File: src/rtl/clock_victim_pkg.sv
`timescale 1ns/1ps
package clock_victim_pkg;

    // Outcome of examining the frame under the hand
    typedef enum logic [1:0] {
        EXAM_NONE = 2'd0,
        EXAM_SKIP = 2'd1,
        EXAM_TAKE = 2'd2
    } exam_e;

    // Actions the decision stage hands to the storage and pointer
    typedef struct packed {
        logic grant;
        logic clr_cur;
        logic set_cur;
        logic step;
    } sweep_act_t;

    function automatic int unsigned ring_next(input int unsigned cur, input int unsigned n);
        return (cur + 1 >= n) ? 0 : cur + 1;
    endfunction

    function automatic int unsigned idx_width(input int unsigned n);
        return (n > 1) ? $clog2(n) : 1;
    endfunction

endpackage

File: src/rtl/cv_refbits.sv
`timescale 1ns/1ps
module cv_refbits #(
    parameter int unsigned NUM_FRAMES = 8,
    parameter int unsigned IDX_W      = 3
) (
    input  logic                  clk,
    input  logic                  rst,
    input  logic                  acc_valid,
    input  logic [IDX_W-1:0]      acc_idx,
    input  logic                  clr_all,
    input  logic                  swp_clr,
    input  logic                  swp_set,
    input  logic [IDX_W-1:0]      swp_idx,
    output logic [NUM_FRAMES-1:0] bits
);

    for (genvar g = 0; g < NUM_FRAMES; g++) begin : g_frame
        logic hit_acc;
        logic hit_swp;
        logic raise;
        logic lower;

        assign hit_acc = acc_valid && (acc_idx == IDX_W'(g));
        assign hit_swp = (swp_idx == IDX_W'(g));
        assign raise   = hit_acc || (swp_set && hit_swp);
        assign lower   = clr_all || (swp_clr && hit_swp);

        always_ff @(posedge clk) begin
            if (rst) begin
                bits[g] <= 1'b0;
            end else if (raise) begin
                bits[g] <= 1'b1;
            end else if (lower) begin
                bits[g] <= 1'b0;
            end
        end

        AST_ACCESS_WINS: assert property (@(posedge clk) disable iff (rst)
            (acc_valid && acc_idx == IDX_W'(g)) |=> bits[g]);
    end

endmodule

File: src/rtl/cv_hand.sv
`timescale 1ns/1ps
module cv_hand
    import clock_victim_pkg::*;
#(
    parameter int unsigned NUM_FRAMES = 8,
    parameter int unsigned IDX_W      = 3
) (
    input  logic             clk,
    input  logic             rst,
    input  logic             step,
    output logic [IDX_W-1:0] hand
);

    always_ff @(posedge clk) begin
        if (rst) begin
            hand <= '0;
        end else if (step) begin
            hand <= IDX_W'(ring_next(32'(hand), NUM_FRAMES));
        end
    end

    AST_HAND_WRAP: assert property (@(posedge clk) disable iff (rst)
        (step && 32'(hand) == NUM_FRAMES - 1) |=> (hand == '0));

    AST_HAND_RANGE: assert property (@(posedge clk) disable iff (rst)
        32'(hand) < NUM_FRAMES);

endmodule

File: src/rtl/cv_decide.sv
`timescale 1ns/1ps
module cv_decide
    import clock_victim_pkg::*;
#(
    parameter int unsigned NUM_FRAMES = 8,
    parameter int unsigned IDX_W      = 3
) (
    input  logic                  req,
    input  logic [NUM_FRAMES-1:0] bits,
    input  logic [IDX_W-1:0]      hand,
    output sweep_act_t            act
);

    exam_e exam;

    always_comb begin
        if (!req) begin
            exam = EXAM_NONE;
        end else if (bits[hand]) begin
            exam = EXAM_SKIP;
        end else begin
            exam = EXAM_TAKE;
        end
    end

    always_comb begin
        act.grant   = (exam == EXAM_TAKE);
        act.set_cur = (exam == EXAM_TAKE);
        act.clr_cur = (exam == EXAM_SKIP);
        act.step    = (exam != EXAM_NONE);
    end

endmodule

File: src/rtl/clock_victim_sel.sv
`timescale 1ns/1ps
module clock_victim_sel
    import clock_victim_pkg::*;
#(
    parameter int unsigned NUM_FRAMES = 8,
    localparam int unsigned IDX_W = idx_width(NUM_FRAMES)
) (
    input  logic             clk,
    input  logic             rst,
    input  logic             acc_valid,
    input  logic [IDX_W-1:0] acc_frame,
    input  logic             clr_all,
    input  logic             victim_req,
    output logic             victim_gnt,
    output logic [IDX_W-1:0] victim_frame
);

    logic [NUM_FRAMES-1:0] ref_bits;
    logic [IDX_W-1:0]      hand;
    sweep_act_t            act;

    cv_refbits #(.NUM_FRAMES(NUM_FRAMES), .IDX_W(IDX_W)) u_bits (
        .clk       (clk),
        .rst       (rst),
        .acc_valid (acc_valid),
        .acc_idx   (acc_frame),
        .clr_all   (clr_all),
        .swp_clr   (act.clr_cur),
        .swp_set   (act.set_cur),
        .swp_idx   (hand),
        .bits      (ref_bits)
    );

    cv_hand #(.NUM_FRAMES(NUM_FRAMES), .IDX_W(IDX_W)) u_hand (
        .clk  (clk),
        .rst  (rst),
        .step (act.step),
        .hand (hand)
    );

    cv_decide #(.NUM_FRAMES(NUM_FRAMES), .IDX_W(IDX_W)) u_decide (
        .req  (victim_req),
        .bits (ref_bits),
        .hand (hand),
        .act  (act)
    );

    assign victim_gnt   = act.grant;
    assign victim_frame = hand;

    AST_IDLE_HAND_HOLD: assert property (@(posedge clk) disable iff (rst)
        !victim_req |=> $stable(victim_frame));

    AST_SEARCH_STEP: assert property (@(posedge clk) disable iff (rst)
        victim_req |=> victim_frame == IDX_W'(ring_next(32'($past(victim_frame)), NUM_FRAMES)));

    AST_SKIP_CLEARS: assert property (@(posedge clk) disable iff (rst)
        (victim_req && !victim_gnt && !(acc_valid && acc_frame == victim_frame))
        |=> !ref_bits[$past(victim_frame)]);

    AST_VICTIM_SET: assert property (@(posedge clk) disable iff (rst)
        victim_gnt |=> ref_bits[$past(victim_frame)]);

    AST_CLEAR_ALL: assert property (@(posedge clk) disable iff (rst)
        (clr_all && !acc_valid && !victim_gnt) |=> (ref_bits == '0));

endmodule

File: config.mk
export PLATFORM = sky130hd
export DESIGN_NAME = clock_victim_sel
export DESIGN_NICKNAME = d
export VERILOG_FILES = /design/src/rtl/clock_victim_pkg.sv /design/src/rtl/cv_refbits.sv /design/src/rtl/cv_hand.sv /design/src/rtl/cv_decide.sv /design/src/rtl/clock_victim_sel.sv
export SDC_FILE = /design/constraint.sdc
export NUM_CORES = 1
export LEC_CHECK = 0
export BUFFER_PORTS_ARGS = -buffer_cell sky130_fd_sc_hd__buf_2
export CAP_MARGIN = 30
export CORE_AREA = 2 2 39 41
export CTS_BUF_LIST = sky130_fd_sc_hd__clkbuf_4 sky130_fd_sc_hd__clkbuf_8 sky130_fd_sc_hd__clkbuf_16
export DETAILED_ROUTE_END_ITERATION = 16
export DIE_AREA = 0 0 41 43
export GPL_TIMING_DRIVEN = 0
export PLACE_DENSITY_LB_ADDON = 0.08
export SLEW_MARGIN = 30
export SYNTH_ARGS = -nofsm -noshare
export SYNTH_HDL_FRONTEND = slang
export SYNTH_HIERARCHICAL = 1
export SYNTH_SLANG_ARGS = --single-unit
File: constraint.sdc
create_clock -name clk -period 2.8 [get_ports clk]
set_input_delay 0.14 -clock clk [delete_from_list [all_inputs] [get_ports clk]]
set_output_delay 0.14 -clock clk [all_outputs]
set_load 0.01 [all_outputs]
Word level (Yosys, flattened, before mapping)
Index checks and enable logic that the tools add are counted.
- flip-flop bits (word level): 11
- bits of input ports: 8
- output and inout bits: 4
- logic and storage cells: 100
- add/subtract/negate cells: 1
- magnitude comparators: 2
- equal/unequal tests: 16
- mux-type cells: 21
- reduce and logical (&&, ||, !) cells: 51
- operator list (kind ; count):
    3-bit equality test (second input constant) ; 8
    1-bit logical AND ; 24
    2-bit nonzero test ; 9
    1-bit 2-to-1 mux ; 17
    1-bit logical OR ; 16
    3-bit by 2-bit equality test with 1-bit output (second input constant) ; 4
    3-bit by 1-bit equality test with 1-bit output (second input constant) ; 2
    3-bit zero test ; 2
    3-bit by 1-bit adder with 4-bit output (second input constant) ; 1
    4-bit >= comparator (second input constant) ; 1
    3-bit by 4-bit < comparator with 1-bit output (second input constant) ; 1
    2-bit 2-to-1 mux ; 2
    1-bit binary-select mux with 3-bit select ; 1
    3-bit 2-to-1 mux ; 1
    2-bit by 1-bit equality test with 1-bit output (second input constant) ; 1
    2-bit equality test (second input constant) ; 1

Logic depth before layout (Yosys ltp)
Gate-level depths: netlist of run 1.
- depth after elaboration: 9
- mapped depth: 6
- mapped depth without buffers: 6

Hierarchy
The synthesis of run 1 kept the hierarchy.
- modules (own cells, without submodules) (module ; times used ; cells each ; area each (µm²) ; sequential area each (µm²)):
    cv_refbits ; 1 ; 52 ; 447.9 ; 160.2
    cv_hand ; 1 ; 11 ; 120.1 ; 60.1
    cv_decide ; 1 ; 13 ; 113.9 ; 0.0

Worst setup path after synthesis of run 1
OpenSTA, ideal clock, no wires.
- path type: register -> register
- start point: register u_hand.hand[0]
- end point: register u_bits.bits[2]
- library setup time: 70 ps
- arrival: 1786 ps
- required time: 2730 ps
- setup slack: 943 ps
- stages on the path, launching flop included: 7
- path buffers: 0
- period minus slack after synthesis: 1857 ps
- path through: dfxtp_1 > mux2_2 > o22ai_1 > o31a_1 > nor2b_2 > a32oi_1 > a21oi_1
- RTL lines (item ; RTL line ; text):
    start: declaration ; cv_hand.sv:11 ; output logic [IDX_W-1:0] hand
    start signal: assignment ; cv_hand.sv:18 ; hand <= IDX_W'(ring_next(32'(hand), NUM_FRAMES));
    end signal: indexed assignment ; cv_refbits.sv:30 ; bits[g] <= 1'b0;
    end signal: indexed assignment ; cv_refbits.sv:32 ; bits[g] <= 1'b1;
    end signal: indexed assignment ; cv_refbits.sv:34 ; bits[g] <= 1'b0;
    end: declaration ; cv_refbits.sv:14 ; output logic [NUM_FRAMES-1:0] bits

==> results.ini, run 1 <==
[sta]
period_share = 0.780
worstMarginPinSlew_ns = 0.509
skew_ns = 0.00306
setup_tns_ns = 0
timing.fmax_mhz = 458
slew_headroom = 0.660
post-route-min-period_ns = 2.18
maxSlewViolCount = 0
hold_viol = 0
rsz0062_at_grt = no
setup_viol = 0

[run_status]
outcome = finished, final reports clean

[drt]
totalWireLength_um = 1520
dr.pass1.iters = 4
via_count = 658
dr.first_iter.drc_count = 21
via_per_inst = 6.15
detail-route-antenna-nets = 0
wl_per_cell_um = 14.2
drc = 0

[clock_tree]
cts_num_sinks = 11
clk_latency_ns = 0.26
cts_setup_buffers = 0
cts_resized = 0
root_buffer = clkbuf_4
cts_tree = built
cts.clk_slew.worst_paths_ns = 0.07
clk_path_buf_depth = 2
htreeDepth = 1
cts_hold_buf = 0
cts_buffers = 3

[yosys]
netlist_area_um2 = 682
synth-edff-count = 0
yosys.area.top_type = dfxtp_1
synth_top_cell_area_share = 0.323
ys_ff_latch = 11
netlist_top_cells_area = dfxtp_1, o311ai_1, a21oi_1
dominantRegCellSynth = dfxtp_1
syn_inst = 76
ys_warn_count = 6
avgSynthCellArea_um2 = 8.97
yosysUniqueCellTypes = 33
ys_async_sr_fraction = 0
synth_common_cells = dfxtp_1, o311ai_1, a21oi_1
synth.most_common_cell = dfxtp_1
ys_seq_area_frac = 0.323
syn-num-nets = 85

[worst_setup_path]
cp_max_fo = 10
cp_data_required_time_ns = 2.66
end_kind = output pin
r2r_slack_ns = 0.67
path_class = register to output pin
cp.arrival_ns = 2.04
r2r_cells = 6
critPathLaunchType = register

[global_route]
antenna_found_initial = 0
globalRoute.totalOverflow = 0
grt_pass1_wl_um = 2330
grt_pass1_vias = 529
grt_max_degree = 17
grtUsageTotal = 0.196

[die]
start_util = 0.493
die_h_um = 43
core_mm2 = 0.00138
ios = 12
rows = 14
die_x_um = 41
die_area_mm2 = 0.00176

[cells_and_area]
area_growth_syn_to_layout_pct = 15.4
drive_gt1_frac = 0.297
nNetsFinal = 101
fin_area_um2 = 787
diodes = 0

[placed_design]
io_buffer_count = 11
placed_area_um2 = 757
place_congestion = 0.789
post-dp-hpwl_um = 1110

[power_and_ir_drop]
power_density_mw_per_mm2 = 487
power.leakage_nw = 0.302
ir_drop_v = 0.000232

[job]
max_cap_viol_count = 0

[worst_hold_path]
whs_path_depth = 2
min_path_type = input pin to register

[cell usage in the layout, fill, tap and decap left out]
master | netlist | layout
a2111oi_2 | 1 | 1
a21o_1 | 1 | 1
a21oi_1 | 7 | 7
a22oi_1 | 1 | 1
a311oi_1 | 1 | 1
a31oi_1 | 3 | 3
a32oi_1 | 3 | 3
and2_1 | 1 | 1
and2b_4 | 1 | 1
and3_1 | 1 | 1
and4b_2 | 1 | 1
buf_1 | 1 | 1
buf_2 | 0 | 11
buf_4 | 2 | 2
buf_6 | 1 | 1
clkbuf_1 | 1 | 1
clkbuf_4 | 0 | 4
dfxtp_1 | 11 | 11
ha_1 | 1 | 1
inv_1 | 2 | 2
inv_2 | 2 | 2
mux2_2 | 2 | 2
mux2i_1 | 2 | 2
nand2_1 | 1 | 1
nand2b_1 | 3 | 3
nand3_1 | 5 | 5
nand4_1 | 1 | 1
nor2_1 | 4 | 4
nor2b_1 | 3 | 3
nor2b_2 | 1 | 1
nor4b_2 | 1 | 1
o22ai_1 | 1 | 1
o311ai_1 | 8 | 8
o31a_1 | 1 | 1
xnor2_1 | 1 | 1
[critical path: stages (launching register included)]
cell and delay, ns:
dfxtp_1 0.57, mux2_2 0.40, o22ai_1 0.25, o31a_1 0.30, buf_4 0.15, buf_2 0.11
[final timing paths]
kind                   from              to
max          u_hand/hand[0]      victim_gnt
min reg2reg  u_bits/bits[0]  u_bits/bits[0]
min                     rst  u_hand/hand[0]
max reg2reg  u_hand/hand[0]  u_bits/bits[2]
[power by group]
part | leakage, nW | internal, W | total, W | switching [W]
Clock | 0.0184 | 0.0000648 | 0.000117 | 0.0000518
Combinational | 0.193 | 0.0000408 | 0.0000882 | 0.0000474
Sequential | 0.0897 | 0.000165 | 0.000179 | 0.0000135
[sequential cells by signal, indices dropped and copies added, names as in the netlist]
signal,count
u_hand/hand,3
u_bits/bits,8
[through the flow]
| stage | power, W | utilization | hold slack [ns] | worst slack (ns) | std cells |
|---|---|---|---|---|---|
| after floorplan | 0.000242 | - | 0.212 | 0.943 | 76 |
| after global placement | 0.000269 | 0.547 | 0.352 | 0.719 | 103 |
| after detailed placement | 0.000270 | 0.547 | 0.358 | 0.719 | 103 |
| after CTS | 0.000388 | 0.569 | 0.0675 | 0.633 | 107 |
| after global routing | 0.000405 | 0.569 | 0.0751 | 0.510 | 107 |
| final | 0.000383 | 0.569 | 0.0739 | 0.617 | 107 |
[per-layer routing]
layer	GRT usage	wire, um	vias up
met2	0.256	677	24
met5	0	0	-
li1	-	-	327
met3	0.0471	102	2
met4	0.120	10	0
met1	0.279	728	305
[area by class of cell]
class	instances	area, um2
fill	140	597
multi-input combinational	56	413
sequential	11	220
timing repair buffer	11	55.1
buffer	5	33.8
clock buffer	4	30.0
tap	16	20.0
inverter	4	15.0
[cells by family (layout without fill, tap and decap cells)]
| group | after synthesis | after routing | share of synthesized area |
|---|---|---|---|
| AND/OR/NAND/NOR | 23 | 23 | 0.213 |
| AO/OA/AOI/OAI | 27 | 27 | 0.299 |
| adder cells (fa/ha/maj) | 1 | 1 | 0.0183 |
| XOR/XNOR | 1 | 1 | 0.0128 |
| multiplexers | 4 | 4 | 0.0624 |
| buffers and inverters | 9 | 24 | 0.0715 |
| flip-flops | 11 | 11 | 0.323 |
No activity file was read; power rests on OpenSTA's default activity.
==> run 2, diff against run 1 <==
Settings changed: CORE_AREA 2 2 39 41 to not set, CORE_MARGIN set to 2, CORE_UTILIZATION set to 52, DIE_AREA 0 0 41 43 to not set.
Clock period 2.8 ns to 2.1 ns, I/O delays scaled along.
==> results.ini, run 2 (synthesis results as in run 1) <==
[clock_tree]
cts_tree = built
cts_buffers = 3
clk_latency_ns = 0.27
htreeDepth = 1
cts.clk_slew.worst_paths_ns = 0.07
cts_num_sinks = 11
cts_hold_buf = 0
root_buffer = clkbuf_4
clk_path_buf_depth = 2

[job]
max_cap_viol_count = 0

[drt]
dr.first_iter.drc_count = 23
via_per_inst = 6.37
via_count = 682
detail-route-antenna-nets = 0
wl_per_cell_um = 15.6
totalWireLength_um = 1670
drc = 0
dr.pass1.iters = 4

[sta]
timing.fmax_mhz = 513
hold_viol = 0
slew_headroom = 0.674
skew_ns = 0.00511
post-route-min-period_ns = 1.95
maxSlewViolCount = 0
setup_tns_ns = 0
rsz0062_at_grt = no
worstMarginPinSlew_ns = 0.488
setup_viol = 0
period_share = 0.927

[cells_and_area]
fillers = 122
multiInputGateArea_um2 = 413
drive_gt1_frac = 0.315
diodes = 0
area_growth_syn_to_layout_pct = 16.9
largest_reg_flops = 8
nNetsFinal = 102
layout_commonest_cell = buf_2
top_register = u_bits/bits
regArea_um2 = 224
reg.largest.list = u_bits/bits (8), u_hand/hand (3)
layout_common_cells = buf_2, dfxtp_1, o311ai_1
fin_area_um2 = 797

[power_and_ir_drop]
power.leakage_nw = 0.307
ir_drop_v = 0.000330
power_density_mw_per_mm2 = 651
finalPower_w = 0.000519

[run_status]
outcome = finished, final reports clean

[die]
core_mm2 = 0.00127
die_h_um = 40.2
die_x_um = 40.2
start_util = 0.537
ios = 12
die_area_mm2 = 0.00162
rows = 13

[global_route]
grt_pass1_vias = 540
antenna_found_initial = 0
grtUsageTotal = 0.243
globalRoute.totalOverflow = 0
grt_max_degree = 17
grt_pass1_wl_um = 2460

[worst_setup_path]
cp_max_fo = 16
cp_data_required_time_ns = 2.00
cp.arrival_ns = 1.84
end_kind = output pin
critPathLaunchType = register
path_class = register to output pin

[placed_design]
post-dp-hpwl_um = 1150
io_buffer_count = 11
place_congestion = 0.786
placed_area_um2 = 756

[worst_hold_path]
min_path_type = input pin to register

## run 2: changes by cell type in the layout (fill, tap and decap cells not counted)
| cell | change |
|---|---|
| dfxtp_1 | -1 |
| dfxtp_4 | +1 |
| buf_4 | +1 |
## run 2: metrics by stage
stage               std cells   util  hold slack, ns  setup slack [ns]
finish                    107  0.628          0.0266             0.152
detailed placement        102  0.596           0.315            0.0195
global route              107  0.628          0.0182            0.0195
CTS                       106  0.620          0.0117            0.0821
floorplan                  76      -           0.177             0.243
global placement          102  0.596           0.314            0.0775
## run 2: routing by layer
metal	track usage	wire length, um
met1	0.329	776
met2	0.323	762
met3	0.0833	119
met4	0.150	12
met5	0	0
## run 2: cell type report
| class | count | share of cell area |
|---|---|---|
| well taps | 15 | 0.0235 |
| repair buffers | 12 | 0.0785 |
| multi-input cells | 56 | 0.518 |
| plain buffers | 5 | 0.0424 |
| flip-flops and latches | 11 | 0.281 |
| inverters | 4 | 0.0188 |
| clock buffers | 4 | 0.0377 |
## run 2: power by group
part           internal (W)  switching, W  total [W]
Sequential         0.000221     0.0000182   0.000239
Clock             0.0000865     0.0000717   0.000158
Combinational     0.0000578     0.0000644   0.000122
## run 2: final timing paths
check	start	endpoint	slack, ns	depth (start not counted)
worst max-delay path	u_hand/hand[1]	victim_gnt	0.15	5
worst min-delay path	rst	u_hand/hand[0]	0.03	2
worst max register to register	u_hand/hand[1]	u_bits/bits[7]	0.17	6
worst min register to register	u_bits/bits[0]	u_bits/bits[0]	0.47	2
## run 2: critical path, stage by stage, from the launching register on
cell	delay, ns
dfxtp_1	0.63
nand2b_1	0.17
o22ai_1	0.10
o31a_1	0.39
buf_4	0.16
buf_2	0.12
## run 2: timing repair
| action | in CTS | in global routing |
|---|---|---|
| pin swaps | 0 | 1 |
| setup buffers | 0 | 1 |
| endpoints found under the setup margin | 2 | 2 |
| gates resized for setup | 1 | 1 |
